### src/rtl/mpu_regbank_pkg.sv
package mpu_regbank_pkg;

   localparam logic [11:0] OFS_RNUM   = 12'hD98;
   localparam logic [11:0] OFS_WIN_LO = 12'hD9C;
   localparam logic [11:0] OFS_WIN_HI = 12'hDB8;
   localparam logic [11:0] OFS_ATTR0  = 12'hDC0;
   localparam logic [11:0] OFS_ATTR1  = 12'hDC4;

   localparam int unsigned MAX_REGIONS = 16;

   typedef enum logic [2:0] {
      ACC_NONE  = 3'd0,
      ACC_RNUM  = 3'd1,
      ACC_BASE  = 3'd2,
      ACC_LIMIT = 3'd3,
      ACC_ATTR0 = 3'd4,
      ACC_ATTR1 = 3'd5
   } acc_kind_e;

   // width of the region-select register for a given region count
   function automatic int unsigned idx_width(input int unsigned n);
      return (n <= 2) ? 1 : $clog2(n);
   endfunction

endpackage

### src/rtl/mpu_addr_decode.sv
module mpu_addr_decode
   import mpu_regbank_pkg::*;
#(
   parameter int unsigned ADDR_W = 12
) (
   input  logic [ADDR_W-1:0] addr,
   output acc_kind_e         kind,
   output logic [1:0]        alias_num
);

   // word offset inside the base/limit window area; bit 0 picks limit,
   // bits [2:1] give the alias number
   logic [2:0] win_off;

   always_comb begin
      kind      = ACC_NONE;
      alias_num = 2'd0;
      win_off   = addr[4:2] - 3'd7;
      if (addr == ADDR_W'(OFS_RNUM)) begin
         kind = ACC_RNUM;
      end else if ((addr >= ADDR_W'(OFS_WIN_LO)) && (addr <= ADDR_W'(OFS_WIN_HI))
                   && (addr[1:0] == 2'b00)) begin
         kind      = win_off[0] ? ACC_LIMIT : ACC_BASE;
         alias_num = win_off[2:1];
      end else if (addr == ADDR_W'(OFS_ATTR0)) begin
         kind = ACC_ATTR0;
      end else if (addr == ADDR_W'(OFS_ATTR1)) begin
         kind = ACC_ATTR1;
      end
   end

endmodule

### src/rtl/mpu_region_select.sv
module mpu_region_select #(
   parameter int unsigned NUM_REGIONS = 8,
   parameter int unsigned RNR_W       = 3,
   parameter int unsigned SEL_W       = 3
) (
   input  logic [RNR_W-1:0] rnum,
   input  logic [1:0]       alias_num,
   output logic [SEL_W-1:0] sel,
   output logic             in_range
);

   logic [SEL_W-1:0] rnum_ext;
   assign rnum_ext = SEL_W'(rnum);

   generate
      if (SEL_W > 2) begin : g_wide
         assign sel = (alias_num != 2'd0) ? {rnum_ext[SEL_W-1:2], alias_num} : rnum_ext;
      end else begin : g_narrow
         assign sel = (alias_num != 2'd0) ? alias_num : rnum_ext;
      end
   endgenerate

   assign in_range = ({{(32-SEL_W){1'b0}}, sel} < 32'(NUM_REGIONS));

endmodule

### src/rtl/mpu_region_store.sv
module mpu_region_store #(
   parameter int unsigned NUM_REGIONS = 8,
   parameter int unsigned SEL_W       = 3,
   parameter int unsigned DATA_W      = 32
) (
   input  logic              clk,
   input  logic              rst_n,
   input  logic              wr_base,
   input  logic              wr_limit,
   input  logic [SEL_W-1:0]  sel,
   input  logic [DATA_W-1:0] wdata,
   output logic [DATA_W-1:0] base_rd,
   output logic [DATA_W-1:0] limit_rd
);

   generate
      if (NUM_REGIONS == 0) begin : g_empty
         logic unused_store_in;
         assign unused_store_in = ^{clk, rst_n, wr_base, wr_limit, sel, wdata};
         assign base_rd  = '0;
         assign limit_rd = '0;
      end else begin : g_regions
         logic [DATA_W-1:0] base_q  [NUM_REGIONS];
         logic [DATA_W-1:0] limit_q [NUM_REGIONS];

         for (genvar r = 0; r < NUM_REGIONS; r++) begin : g_slot
            always_ff @(posedge clk or negedge rst_n) begin
               if (!rst_n) begin
                  base_q[r]  <= '0;
                  limit_q[r] <= '0;
               end else begin
                  if (wr_base && (sel == SEL_W'(r)))
                     base_q[r] <= wdata;
                  if (wr_limit && (sel == SEL_W'(r)))
                     limit_q[r] <= wdata;
               end
            end
         end

         always_comb begin
            base_rd  = '0;
            limit_rd = '0;
            for (int r = 0; r < NUM_REGIONS; r++) begin
               if (sel == SEL_W'(r)) begin
                  base_rd  = base_q[r];
                  limit_rd = limit_q[r];
               end
            end
         end
      end
   endgenerate

endmodule

### src/rtl/mpu_regbank.sv
module mpu_regbank
   import mpu_regbank_pkg::*;
#(
   parameter int unsigned NUM_REGIONS = 8,
   parameter int unsigned ADDR_W      = 12
) (
   input  logic              clk,
   input  logic              rst_n,
   input  logic              bus_wr,
   input  logic              bus_rd,
   input  logic [ADDR_W-1:0] bus_addr,
   input  logic [31:0]       bus_wdata,
   output logic [31:0]       bus_rdata,
   output logic              bus_rvalid,
   output logic              bad_offset,
   output logic              tlb_inval
);

   localparam int unsigned DATA_W = 32;
   localparam int unsigned RNR_W  = idx_width(NUM_REGIONS);
   localparam int unsigned SEL_W  = (RNR_W > 2) ? RNR_W : 2;

   generate
      if (NUM_REGIONS > MAX_REGIONS) begin : g_bad_count
         $error("mpu_regbank: NUM_REGIONS must not exceed 16");
      end
      if (ADDR_W < 12) begin : g_bad_addr
         $error("mpu_regbank: ADDR_W must be at least 12");
      end
   endgenerate

   acc_kind_e         acc_kind;
   logic [1:0]        alias_num;
   logic [RNR_W-1:0]  rnum_q;
   logic [SEL_W-1:0]  sel;
   logic              sel_in_range;
   logic [DATA_W-1:0] base_rd, limit_rd;
   logic [DATA_W-1:0] attr0_q, attr1_q;
   logic [DATA_W-1:0] rd_val;
   logic              rd_en, wr_base, wr_limit, region_wr;

   mpu_addr_decode #(.ADDR_W(ADDR_W)) u_dec (
      .addr      (bus_addr),
      .kind      (acc_kind),
      .alias_num (alias_num)
   );

   mpu_region_select #(
      .NUM_REGIONS (NUM_REGIONS),
      .RNR_W       (RNR_W),
      .SEL_W       (SEL_W)
   ) u_sel (
      .rnum      (rnum_q),
      .alias_num (alias_num),
      .sel       (sel),
      .in_range  (sel_in_range)
   );

   assign rd_en     = bus_rd & ~bus_wr;
   assign wr_base   = bus_wr & sel_in_range & (acc_kind == ACC_BASE);
   assign wr_limit  = bus_wr & sel_in_range & (acc_kind == ACC_LIMIT);
   assign region_wr = wr_base | wr_limit;

   mpu_region_store #(
      .NUM_REGIONS (NUM_REGIONS),
      .SEL_W       (SEL_W),
      .DATA_W      (DATA_W)
   ) u_store (
      .clk      (clk),
      .rst_n    (rst_n),
      .wr_base  (wr_base),
      .wr_limit (wr_limit),
      .sel      (sel),
      .wdata    (bus_wdata),
      .base_rd  (base_rd),
      .limit_rd (limit_rd)
   );

   // region-select register: keeps only the index bits
   always_ff @(posedge clk or negedge rst_n) begin
      if (!rst_n)
         rnum_q <= '0;
      else if (bus_wr && (acc_kind == ACC_RNUM))
         rnum_q <= bus_wdata[RNR_W-1:0];
   end

   // attribute words exist only when regions are implemented
   generate
      if (NUM_REGIONS > 0) begin : g_attr
         always_ff @(posedge clk or negedge rst_n) begin
            if (!rst_n) begin
               attr0_q <= '0;
               attr1_q <= '0;
            end else begin
               if (bus_wr && (acc_kind == ACC_ATTR0))
                  attr0_q <= bus_wdata;
               if (bus_wr && (acc_kind == ACC_ATTR1))
                  attr1_q <= bus_wdata;
            end
         end
      end else begin : g_no_attr
         assign attr0_q = '0;
         assign attr1_q = '0;
      end
   endgenerate

   always_comb begin
      case (acc_kind)
         ACC_RNUM:  rd_val = DATA_W'(rnum_q);
         ACC_BASE:  rd_val = sel_in_range ? base_rd  : '0;
         ACC_LIMIT: rd_val = sel_in_range ? limit_rd : '0;
         ACC_ATTR0: rd_val = attr0_q;
         ACC_ATTR1: rd_val = attr1_q;
         default:   rd_val = '0;
      endcase
   end

   always_ff @(posedge clk or negedge rst_n) begin
      if (!rst_n) begin
         bus_rdata  <= '0;
         bus_rvalid <= 1'b0;
         bad_offset <= 1'b0;
         tlb_inval  <= 1'b0;
      end else begin
         bus_rdata  <= rd_en ? rd_val : '0;
         bus_rvalid <= rd_en;
         bad_offset <= (bus_wr | bus_rd) & (acc_kind == ACC_NONE);
         tlb_inval  <= region_wr;
      end
   end

endmodule

### config.mk
export PLATFORM = sky130hd
export DESIGN_NAME = mpu_regbank
export DESIGN_NICKNAME = d
export VERILOG_FILES = /design/src/rtl/mpu_regbank_pkg.sv /design/src/rtl/mpu_addr_decode.sv /design/src/rtl/mpu_region_select.sv /design/src/rtl/mpu_region_store.sv /design/src/rtl/mpu_regbank.sv
export SDC_FILE = /design/constraint.sdc
export NUM_CORES = 1
export LEC_CHECK = 0
export BUFFER_PORTS_ARGS = -buffer_cell sky130_fd_sc_hd__buf_2
export CAP_MARGIN = 20
export CORE_MARGIN = 5
export CORE_UTILIZATION = 58
export CTS_CLUSTER_DIAMETER = 50
export DETAILED_ROUTE_END_ITERATION = 8
export HOLD_SLACK_MARGIN = 0.08
export PLACE_DENSITY = 0.8
export SYNTH_ARGS = -nofsm -noshare
export SYNTH_HDL_FRONTEND = slang
export SYNTH_SLANG_ARGS = --single-unit
### constraint.sdc
create_clock -name clk -period 3.1 [get_ports clk]
set_input_delay 0.155 -clock clk [delete_from_list [all_inputs] [get_ports clk]]
set_output_delay 0.155 -clock clk [all_outputs]
set_load 0.01 [all_outputs]
# [Word level (Yosys, flattened, before mapping)]
# Index checks and enable logic that the tools add are counted.
# Widths: inputs -> output; s select.
[word_totals] ff_bits=614 wordCells=99
[classes] n_addsub=1 order_cmp=2 eq_ne=15 n_mux=26 bitwise=7 reduce_logical=25
[ops] operator="$mux 32" count=17
[ops] operator="$pmux 32 s5" count=1
[ops] operator="$eq 12x12->1 const B" count=3
[ops] operator="$logic_and 1x1->1" count=21
[ops] operator="$eq 3x3->1 const B" count=6
[ops] operator="$eq 3x2->1 const B" count=4
[ops] operator="$ge 12x12->1 const B" count=1
[ops] operator="$le 12x12->1 const B" count=1
[ops] operator="$mux 3" count=4
[ops] operator="$eq 3x1->1 const B" count=2
[ops] operator="$logic_not 3->1" count=2
[ops] operator="$mux 2" count=3
[ops] operator="$and 1x1->1" count=4
[ops] operator="$sub 3x3->3 const B" count=1
[ops] operator="$logic_not 2->1" count=1
[ops] operator="$or 1x1->1" count=2
[ops] operator="$reduce_bool 2->1" count=1
[ops] operator="$mux 1" count=1
[ops] operator="$not 1->1" count=1

# [Depth between registers and ports, before layout]
# Gate-level depths: netlist of the first run.
[depth] word_depth=18 mapped_depth=13

# [Hierarchy]
# Synthesis of the first run repeated with hierarchy kept, for this count alone.
[hier_totals] cells_unflattened=2173 hier_area_um2=29538.3
[by_module_without_submodules] mod="mpu_region_store" instances=1 cells_each=1796 area_each_um2=24632.4 seq_area_each_um2=12812.3
[by_module_without_submodules] mod="mpu_regbank" instances=1 cells_each=344 area_each_um2=4654.5 seq_area_each_um2=2552.4
[by_module_without_submodules] mod="mpu_addr_decode" instances=1 cells_each=26 area_each_um2=212.7 seq_area_each_um2=0.0
[by_module_without_submodules] mod="mpu_region_select" instances=1 cells_each=7 area_each_um2=38.8 seq_area_each_um2=0.0

# [Least setup slack after synthesis of the first run]
# OpenSTA, ideal clock, no wires.
[synth_path] kind="in2reg" start="input bus_addr[2]" end="register u_store.g_regions.base_q[67] in the netlist's numbering" setup_time_ns=0.125 arrival_time_ns=2.389 required_ns=2.975 slack_ns=0.586 cell_stages=11 path_buffers=3 cell_sequence="inv_1 -> ha_1 -> nand4b_1 -> nand4_1 -> buf_2 -> nor2_2 -> or3_1 -> buf_2 -> nor2_1 -> buf_2 -> mux2_2"
[synth_between] elab_chain_len=9
[synth_rtl] item="start, declared" line_no="mpu_regbank.sv:11" rtl="input logic [ADDR_W-1:0] bus_addr,"
[synth_rtl] item="$ge 12x12->1 / $le 12x12->1 (equally long branches)" line_no="mpu_addr_decode.sv:21" rtl="end else if ((addr >= ADDR_W'(OFS_WIN_LO)) && (addr <= ADDR_W'(OFS_WIN_HI))"
[synth_rtl] item="$logic_and 1x1->1" line_no="mpu_addr_decode.sv:21"
[synth_rtl] item="$logic_and 1x1->1" line_no="mpu_addr_decode.sv:22" rtl="&& (addr[1:0] == 2'b00)) begin"
[synth_rtl] item="$mux 2" line_no="mpu_addr_decode.sv:21"
[synth_rtl] item="$mux 2" line_no="mpu_addr_decode.sv:19" rtl="if (addr == ADDR_W'(OFS_RNUM)) begin"
[synth_rtl] item="$reduce_bool 2->1" line_no="mpu_region_select.sv:17" rtl="assign sel = (alias_num != 2'd0) ? {rnum_ext[SEL_W-1:2], alias_num} : rnum_ext;"
[synth_rtl] item="$mux 2" line_no="mpu_region_select.sv:17"
[synth_rtl] item="$eq 3x3->1" line_no="mpu_region_store.sv:32" rtl="if (wr_base && (sel == SEL_W'(r)))"
[synth_rtl] item="$logic_and 1x1->1 (*)" line_no="mpu_region_store.sv:32"
[synth_rtl] item="end signal, assigned by index" line_no="mpu_region_store.sv:33" rtl="base_q[r] <= wdata;"
[synth_rtl] item="end, declared" line_no="mpu_region_store.sv:23" rtl="logic [DATA_W-1:0] base_q [NUM_REGIONS];"
# Every way passes the cells marked *; elsewhere a longest branch is shown, timed or not.
# A chain may end at the register's enable or synchronous reset.

# [Worst setup path in the final report of the first run]
[layout_path] start="register rnum_q[1]" end="register bus_rdata[12]"
[layout_between] elab_chain_len=12
[layout_rtl] item="start, declared" line_no="mpu_regbank.sv:34" rtl="logic [RNR_W-1:0] rnum_q;"
[layout_rtl] item="start signal, assigned" line_no="mpu_regbank.sv:84" rtl="rnum_q <= bus_wdata[RNR_W-1:0];"
[layout_rtl] item="$mux 2 (*)" line_no="mpu_region_select.sv:17"
[layout_rtl] item="$logic_not 3->1" line_no="mpu_region_store.sv:44" rtl="if (sel == SEL_W'(r)) begin"
[layout_rtl] item="$mux 32 (8 in series)" line_no="mpu_region_store.sv:44"
[layout_rtl] item="$pmux 32 s5 (*)" line_no="mpu_regbank.sv:108" rtl="case (acc_kind)"
[layout_rtl] item="$mux 32 (*)" line_no="mpu_regbank.sv:125" rtl="bus_rdata <= rd_en ? rd_val : '0;"
[layout_rtl] item="end signal, assigned" line_no="mpu_regbank.sv:125"
[layout_rtl] item="end, declared" line_no="mpu_regbank.sv:13" rtl="output logic [31:0] bus_rdata,"
# Marks and branches as above.

==> run summary, run 1 <==
outcome: finished clean
Initial Utilization: 58.9%
Distinct cells, synth: 70
Area Growth Syn to Fin: 16.9%
Slew Limit Fails: 0
reg2reg start: rnum_q[1]
chip height: 228 um
Slew @ Worst Pin: 1040 ps
total wire length: 84500 um
CTS H-tree depth: 3
die width: 228 um
first-pass iteration count of the detailed router: 7
largest net degree at the start of global routing: 94
I/O Pins: 83
Tcrit/Tclk final: 92.0%
ANT cells: 0
hold crit path type: in2reg
antenna violations before repair: 2
peak supply drop: 0.000480 V
fraction of registers with async set/reset: 100%
TritonCTS clock tree: built
Layout Nets: 2313
gpl congestion: 0.907
Worst Hold Slack: 117 ps
clk root buf: clkbuf_16
worst path required time: 3600 ps
Period minus WS final: 2850 ps
die footprint: 51900 sq um
crit path launch type: flip-flop
Final setup viols: 0
Setup WS pre-CTS: 3.98 ps
first-pass GRT wire length: 129000 um
Reg-to-Reg End: bus_rdata[12]
critical path arrival: 3350 ps
crit-path max FO: 34
Final WS setup: 249 ps
R2R cell count: 9
GRT Total Usage: 32.0%
Lkg Pwr: 15.6 nW
biggest cell delay along the critical path: 560 ps
hold worst-path end: u_store.g_regions.base_q[202]
hold depth: 2
post_cts resized: 0
DPL Wire Length: 49600 um
Placement Rows: 79
clk slew on worst S/H paths: 60 ps
hold violation count in the final report: 0
Highest Clock Rate: 351 MHz
CTS Buf Count: 67
vias in the first global route: 21000
Yosys warning count: 0
MaxCap Viol Count: 0
Post-DRT Antenna Nets: 0
CP most frequent cell: nand2_1
RSZ-0062 raised after global routing: no
worst relative slew slack: 30.3%
CP max-delay cell: dfrtp_1
TritonCTS Sinks: 614
setup TNS: 0 ps
ys flop type: dfrtp_1
# port buffers: 82
share of cells above drive strength 1: 39.3%
CP Class: reg2reg
Detailed Route Iter0 Violations: 2693
synth top area cells: dfrtp_1 56%, mux2_2 22%, mux2_1 1.7%
P per Cell Area: 528 nW/um^2
Clock Path Buffers: 3
R2R setup slack: 250 ps
CP endpoint kind: flip-flop
syn_nets: 2181
fin cells: 2919
beginning of the worst hold path: bus_wdata[10]
top cells by count, synth: 614 x dfrtp_1, 540 x mux2_2, 109 x nand2_1
Post-synth EDFFs: 0
fin util: 68.8%
latest clock arrival within the worst-skew pair: 610 ps
Core ar.: 46800 sq um
Crit. Startpoint: rnum_q[1]
most frequent cell after synthesis: dfrtp_1
crit path cell chain: nand2_1 -> a2111oi_0 -> a221oi_1 -> nand2_2 -> buf_12 -> buf_4 -> nand2_1 -> a311o_1 -> a31oi_1
total gr overflow: 0
Synth Instances: 2129
top cell type's share of synthesized area: 55.8%
Vias/cell: 6.90
via count: 20200
Syn Area/Cell: 12.9 sq um
sequential share of the synthesized area: 55.8%
DR WL/cell: 28.9 um
worst clock skew: 23.2 ps
Cell Area, Synth: 27500 sq um
DRC: 0
dominant cell type by area after synthesis: dfrtp_1
dpl cells: 2763
Synth Register Bits: 614
## state kept, by name, summed over array words and instances, names as in the netlist
name                       flops
bus_rdata                     32
attr1_q                       32
tlb_inval                      1
bad_offset                     1
u_store.g_regions.base_q     256
rnum_q                         3
bus_rvalid                     1
attr0_q                       32
u_store.g_regions.limit_q    256
## kinds of logic after synthesis
kind of cell | share of synthesized area (%)
muxes | 24.8
AOI/OAI and AO/OA | 10.8
DFF | 55.8
and+or+nand+nor | 5.20
buffers and inverters | 3.15
adders and majority gates | 0.182
xor gates and xnor gates | 0.0318
## layout by cell type (no fill, tap or decap), drive strengths merged, types with 9 or more instances in the layout
cell,n
o221ai,10
o2111ai,21
a31oi,24
nor3,16
dlygate4sd3,36
inv,9
o211ai,14
mux2,582
nor2,80
nand2,111
clkbuf,99
o22ai,40
a21oi,47
a221oi,24
buf,207
mux2i,28
dfrtp,614
nand3,39
a22oi,32
clkinv,12
o21a,11
o21ai,101
or3,28
a311o,12
a222oi,31
## cell type report
type | instances | area [sq um]
inverters | 8 | 30.0
multi-input cells | 1327 | 11400
well taps | 607 | 759
fillers | 3104 | 14600
clock buffers | 99 | 2070
clock inverters | 21 | 293
repair buffers | 243 | 2220
flip-flops and latches | 614 | 15400
## layer usage
layer / track usage (%) / vias to the layer above / routed length [um]
met1: 42.3 / 10300 / 31800
met3: 8.92 / 322 / 9850
met4: 16.5 / 6 / 4380
met2: 49.1 / 1321 / 38500
li1: - / 8205 / -
met5: 0 / - / 34
## how the worst max path moves through the flow
stage | endpoint | slack, ps | cells after the start
floorplan | u_store.g_regions.base_q[67] | 590 | 11
global placement | u_store.g_regions.limit_q[123] | 100 | 11
detailed placement | bus_rdata[26] | 4 | 12
CTS | bus_rdata[12] | 370 | 9
global route | bus_rdata[12] | 260 | 9
finish | bus_rdata[12] | 250 | 9
## per-stage QoR
stage / power, mW / instance area, sq um
2_1_floorplan: 8.32 / 27500
3_3_place_gp: 8.63 / 29400
3_5_place_dp: 8.64 / 29500
4_1_cts: 17.1 / 32200
5_1_grt: 17.5 / 32200
6_report: 17.0 / 32200
## worst max-delay path, delay by kind of cell (launching register included)
family / cells / cell delay (ps)
buffers and inverters: 2 / 500
flip-flops: 1 / 560
AO/OA/AOI/OAI: 4 / 1220
AND/OR/NAND/NOR: 3 / 440
## power by group
part / total (mW) / switching (mW) / internal [mW]
Clock: 8.47 / 3.32 / 5.15
Sequential: 8.04 / 0.0101 / 8.03
Combinational: 0.492 / 0.363 / 0.129
## timing repair
item,in CTS,in global routing
hold endpoints to repair,568,0
hold buffers,36,0
setup buffers,0,0
No activity file was read; power rests on OpenSTA's default activity.
==> run 2: changes to the inputs <==
- RECOVER_POWER: unset -> 25
==> run 2 against run 1 <==
Effect of this change: the flow now finishes with violations (max-capacitance violations, max-slew violations); register-to-register slack worse by 40 ps; via count up 0.29%; first-iteration DRC count down 2.6%; cell count unchanged; die area unchanged; critical path type unchanged; largest cell class unchanged; largest power group unchanged; highest routed layer unchanged.
==> run summary, run 2 (synthesis gave the netlist of run 1 again) <==
P_int: 13.3 mW (about the same)
area of the multi-input gates: 11400 sq um (unchanged)
crit-path max FO: 34 (unchanged)
Layout Nets: 2313 (unchanged)
Final setup viols: 0 (unchanged)
hold depth: 2 (unchanged)
die width: 228 um (unchanged)
Sw Ratio: 21.8% (+0.051 points)
worst relative slew slack: -16.8% (-47 points)
share of cells above drive strength 1: 39.1% (-0.17 points)
setup TNS: 0 ps (unchanged)
GRT Total Usage: 32.0% (unchanged)
fin util: 68.7% (-0.12 points)
Slew @ Worst Pin: 1750 ps (+710 ps)
Initial Utilization: 58.9% (unchanged)
total gr overflow: 0 (unchanged)
post_cts resized: 0 (unchanged)
CTS Hold Bufs: 36 (unchanged)
crit path launch type: flip-flop
final instance area: 32100 sq um (-0.18%)
chip height: 228 um (unchanged)
Setup crit end: bus_rdata[12]
reg2reg start: rnum_q[1]
CP Class: reg2reg
TritonCTS Sinks: 614 (unchanged)
Flop pwr share: 47.3% (about the same)
latest clock arrival within the worst-skew pair: 610 ps (about the same)
# Post-CTS Setup Buffers: 0 (unchanged)
clk root buf: clkbuf_16
first-pass GRT wire length: 129000 um (unchanged)
largest net degree at the start of global routing: 94 (unchanged)
DRC: 0 (unchanged)
first-pass iteration count of the detailed router: 8 (+1)
FILL cells: 3113 (+0.29%)
R2R cell count: 9 (unchanged)
vias in the first global route: 21000 (unchanged)
DPL Wire Length: 49600 um (unchanged)
worst path required time: 3600 ps (about the same)
CTS H-tree depth: 3 (unchanged)
Placement Rows: 79 (unchanged)
CP endpoint kind: flip-flop
MaxCap Viol Count: 2 (+2)
I/O Pins: 83 (unchanged)
total wire length: 84500 um (about the same)
total power: 17.0 mW (about the same)
hold violation count in the final report: 0 (unchanged)
hold crit path type: in2reg
TritonCTS clock tree: built
Core ar.: 46800 sq um (unchanged)
Detailed Route Iter0 Violations: 2624 (-2.6%)
dpl cell area: 29500 sq um (unchanged)
R2R setup slack: 210 ps (-40 ps)
Psw: 3.71 mW (+0.24%)
# port buffers: 82 (unchanged)
critical path arrival: 3390 ps (+40 ps)
Period minus WS final: 2890 ps (+42.2 ps)
antenna violations before repair: 2 (unchanged)
Reg area: 15400 sq um (unchanged)
most frequent cells in the layout: 613 x dfrtp_1, 540 x mux2_2, 106 x nand2_1
failing checks: max-capacitance violations, max-slew violations
RSZ-0062 raised after global routing: no
via count: 20200 (+0.29%)
peak supply drop: 0.000480 V (about the same)
ANT cells: 0 (unchanged)
CTS Buf Count: 67 (unchanged)
Comb pwr share: 2.8% (about the same)
Post-DRT Antenna Nets: 0 (unchanged)
DR WL/cell: 29.0 um (about the same)
clk slew on worst S/H paths: 60 ps (about the same)
Slew Limit Fails: 136 (+136)
outcome: finished, violations left
Lkg Pwr: 15.6 nW (-0.19%)
Crit. Startpoint: rnum_q[1]
Highest Clock Rate: 346 MHz (-1.5%)
Setup WS pre-CTS: 3.98 ps (unchanged)
Final WS setup: 207 ps (-42.2 ps)
die footprint: 51900 sq um (unchanged)
gpl congestion: 0.907 (unchanged)
Reg-to-Reg End: bus_rdata[12]
worst clock skew: 26.7 ps (+3.49 ps)
Top Registers: u_store.g_regions.base_q x256, u_store.g_regions.limit_q x256
P per Cell Area: 529 nW/um^2 (+0.18%)
Area Growth Syn to Fin: 16.7%
clock power share: 49.9% (about the same)
Vias/cell: 6.92 (+0.29%)
most common cell after layout, fill and taps aside: dfrtp_1
Clock Path Buffers: 3 (unchanged)
Tcrit/Tclk final: 93.3% (+1.4 points)
run 2: power by group through the flow:
stage | clock [mW] | combinational, mW | sequential (mW)
6_report | 8.48 | 0.484 | 8.04
5_1_grt | 8.90 | 0.536 | 8.04
4_1_cts | 8.54 | 0.495 | 8.04
3_5_place_dp | 0 | 0.453 | 8.19
3_3_place_gp | 0 | 0.440 | 8.19
2_1_floorplan | 0 | 0.136 | 8.19
run 2: layout make-up:
type	count	area share [%]
clock buffer	99	6.45
clock inverter	21	0.911
inverter	8	0.0935
multi-input combinational	1327	35.6
sequential	614	47.8
tap	607	2.36
timing repair buffer	243	6.73
run 2: metrics by stage:
stage          instances  hold slack (ps)
3_3_place_gp        2762              225
2_1_floorplan       2129             -141
5_1_grt             2919              118
6_report            2919              114
3_5_place_dp        2763              235
4_1_cts             2919             89.3
run 2: per-layer routing:
metal,GRT usage (%),share of wire (%),up-vias
met5,0,0.040,-
met4,16.5,5.6,6
met3,8.92,11,345
met2,49.1,45,1360
met1,42.3,38,10300
li1,-,-,8192
run 2: critical path, stage by stage, from the launching register on:
cell and delay, ps:
dfrtp_1 570, nand2_1 250, a2111oi_0 490, a221oi_1 170, nand2_2 130, buf_12 280
buf_4 230, nand2_1 70, a311o_1 340, a31oi_1 220
run 2: how the worst min path moves through the flow:
stage | startpoint | endpoint | slack, ps
floorplan | rst_n | attr0_q[0] | -140
global placement | rst_n | u_store.g_regions.base_q[74] | 220
detailed placement | rst_n | u_store.g_regions.base_q[74] | 240
CTS | bus_wdata[10] | u_store.g_regions.base_q[202] | 90
global route | bus_wdata[10] | u_store.g_regions.base_q[202] | 120
finish | bus_wdata[10] | u_store.g_regions.base_q[202] | 110
==> run 3: changes to the inputs <==
--- a/config.mk
+++ b/config.mk
@@ -8,10 +8,12 @@
 export BUFFER_PORTS_ARGS = -buffer_cell sky130_fd_sc_hd__buf_2
 export CAP_MARGIN = 20
+export CELL_PAD_IN_SITES_DETAIL_PLACEMENT = 0
+export CELL_PAD_IN_SITES_GLOBAL_PLACEMENT = 1
 export CORE_MARGIN = 5
-export CORE_UTILIZATION = 58
+export CORE_UTILIZATION = 52
 export CTS_CLUSTER_DIAMETER = 50
 export DETAILED_ROUTE_END_ITERATION = 8
 export HOLD_SLACK_MARGIN = 0.08
-export PLACE_DENSITY = 0.8
+export PLACE_DENSITY = 0.85
 export RECOVER_POWER = 25
 export SYNTH_ARGS = -nofsm -noshare
==> constraint.sdc (replaced) <==
create_clock -name clk -period 3.1 [get_ports clk]
set_input_delay 0 -clock clk [delete_from_list [all_inputs] [get_ports clk]]
set_output_delay 0 -clock clk [all_outputs]
set_load 0.01 [all_outputs]
==> run 3 against run 2 <==
Effect of this change: the run still ends with max-capacitance violations, max-slew violations left; fmax down 1.2%; sequential power about the same; register-to-register slack improved by 160 ps; combinational power down 1%; die area increased by 11%; power decreased by 1.5%; highest routed layer is now met4; clock skew decreased by 4.6 ps; routed wire length decreased by 2.3%; count of clock-buffer cells in the layout decreased by 1.
==> run summary, run 3 (synthesis gave the netlist of run 1 again) <==
clk root buf: clkbuf_16
Vias/cell: 6.56 (-5.2%)
worst clock skew: 22.0 ps (-4.64 ps)
CP most frequent cell: buf_4
Highest Clock Rate: 342 MHz (-1.2%)
met2 wire length: 38700 um (+1.4%)
biggest cell delay along the critical path: 680 ps (+110 ps)
DPL Wire Length: 48900 um (-1.4%)
DRC: 0 (unchanged)
worst relative slew slack: -49.4% (-33 points)
TritonCTS Sinks: 614 (unchanged)
MaxCap Viol Count: 4 (+2)
total gr overflow: 0 (unchanged)
chip height: 240 um (+5.4%)
share of cells above drive strength 1: 38.6% (-0.59 points)
hold crit path type: in2reg
Detailed Route Iter0 Violations: 2132 (-19%)
first-pass GRT wire length: 127000 um (-1.6%)
vias in the first global route: 20500 (-2.5%)
Placement Rows: 84 (+6.3%)
crit path launch type: primary input
R2R cell count: 8 (-1)
Worst Hold Slack: 157 ps (+42.8 ps)
ANT cells: 0 (unchanged)
met3 wire len: 7710 um (-20%)
Period minus WS final: 2930 ps (+33.7 ps)
gpl congestion: 0.875 (-3.5%)
latest clock arrival within the worst-skew pair: 600 ps (about the same)
via count: 19600 (-3.0%)
Slew @ Worst Pin: 2240 ps (+490 ps)
peak supply drop: 0.000347 V (-28%)
Setup WS pre-CTS: -39.2 ps (-43.1 ps)
hold violation count in the final report: 0 (unchanged)
RSZ-0062 raised after global routing: no
antenna violations before repair: 1 (-1)
die width: 240 um (+5.4%)
Top Registers: u_store.g_regions.base_q x256, u_store.g_regions.limit_q x256
area of the multi-input gates: 11400 sq um (unchanged)
Lkg Pwr: 15.5 nW (-0.66%)
CTS Buf Count: 66 (-1.5%)
dpl cell area: 29300 sq um (-0.37%)
FILL cells: 4009 (+29%)
total wire length: 82600 um (-2.3%)
hold depth: 6 (+4)
clk slew on worst S/H paths: 60 ps (about the same)
CP endpoint kind: flip-flop
GRT Total Usage: 28.8% (-3.2 points)
Post-DRT Antenna Nets: 0 (unchanged)
crit path cell chain: buf_2 -> inv_1 -> ha_1 -> nand4b_1 -> nand4_1 -> dlygate4sd3_1 -> buf_4 -> nor3_2 -> and3_1 -> buf_4 -> o21ai_0 -> o221ai_1
outcome: finished, violations left
# Post-CTS Setup Buffers: 0 (unchanged)
Clock Path Buffers: 3 (unchanged)
Reg area: 15400 sq um (unchanged)
TritonCTS clock tree: built
Final setup viols: 0 (unchanged)
most common cell after layout, fill and taps aside: dfrtp_1
die footprint: 57600 sq um (+11%)
Area Growth Syn to Fin: 16.2%
CTS H-tree depth: 3 (unchanged)
Final WS setup: 173 ps (-33.7 ps)
critical path arrival: 3400 ps (about the same)
crit-path max FO: 12 (-65%)
final instance area: 32000 sq um (-0.47%)
I/O Pins: 83 (unchanged)
first-pass iteration count of the detailed router: 8 (unchanged)
DR WL/cell: 27.7 um (-4.5%)
WL met1: 33000 um (+3.4%)
Core ar.: 52400 sq um (+12%)
failing checks: max-capacitance violations, max-slew violations
worst path required time: 3570 ps (-30 ps)
Slew Limit Fails: 288 (+110%)
# port buffers: 82 (unchanged)
P per Cell Area: 524 nW/um^2 (-1.1%)
Layout Nets: 2305 (-0.35%)
CP Class: in2reg
Max Used Layer: met4
largest net degree at the start of global routing: 159 (+69%)
Tcrit/Tclk final: 94.4% (+1.1 points)
CP max-delay cell: and3_1
most frequent cells in the layout: 613 x dfrtp_1, 540 x mux2_2, 106 x nand2_1
Initial Utilization: 52.5% (-6.4 points)
[run 3: critical path: cells and delay by family]
kind / cells / cell delay (ps)
fa+ha+maj: 1 / 210
compound gates: 2 / 480
simple gates: 4 / 1340
buf+inv: 5 / 1360
[run 3: path summary, 6_finish.rpt]
| kind | start | endpoint | slack [ps] |
|---|---|---|---|
| worst max-delay path | bus_addr[2] | bus_rdata[1] | 170 |
| worst min-delay path | bus_addr[6] | rnum_q[2] | 160 |
| worst max register to register | rnum_q[0] | bus_rdata[2] | 370 |
| worst min register to register | u_store.g_regions.limit_q[226] | u_store.g_regions.limit_q[226] | 490 |
| max in group asynchronous | rst_n | u_store.g_regions.base_q[157] | 660 |
| min in group asynchronous | rst_n | attr0_q[2] | 340 |
[run 3: what timing repair did]
action | CTS | global route
hold endpoints to repair | 1121 | 0
hold buffers | 42 | 0
endpoints found under the setup margin | 0 | 0
gates resized for setup | 0 | 0
[run 3: report_power, final]
group,internal (mW),switching [mW]
registers,8.03,0.00965
clock network,5.04,3.18
logic,0.117,0.362
total,13.2,3.55
[run 3: stage by stage]
step	setup TNS [ps]	util (%)	instances	power, mW
final	0	61.0	2986	16.7
after global routing	0	61.0	2986	17.3
after CTS	0	61.1	2986	16.9
after detailed placement	-39.2	56.0	2831	8.64
after global placement	0	56.0	2831	8.62
after floorplan	0	-	2129	8.32
[run 3: cell type report]
| cell class | count | area share (%) |
|---|---|---|
| repair buffers | 236 | 6.25 |
| clock inverters | 15 | 0.747 |
| clock buffers | 98 | 6.37 |
| well taps | 688 | 2.69 |
| flip-flops and latches | 614 | 48.1 |
| multi-input cells | 1327 | 35.8 |
| inverters | 8 | 0.0939 |
[run 3: routing by layer]
metal	track usage [%]	vias to the layer above
li1	-	8156
met1	39.6	10200
met2	45.6	1019
met3	5.95	210
met4	11.2	0
met5	0	-
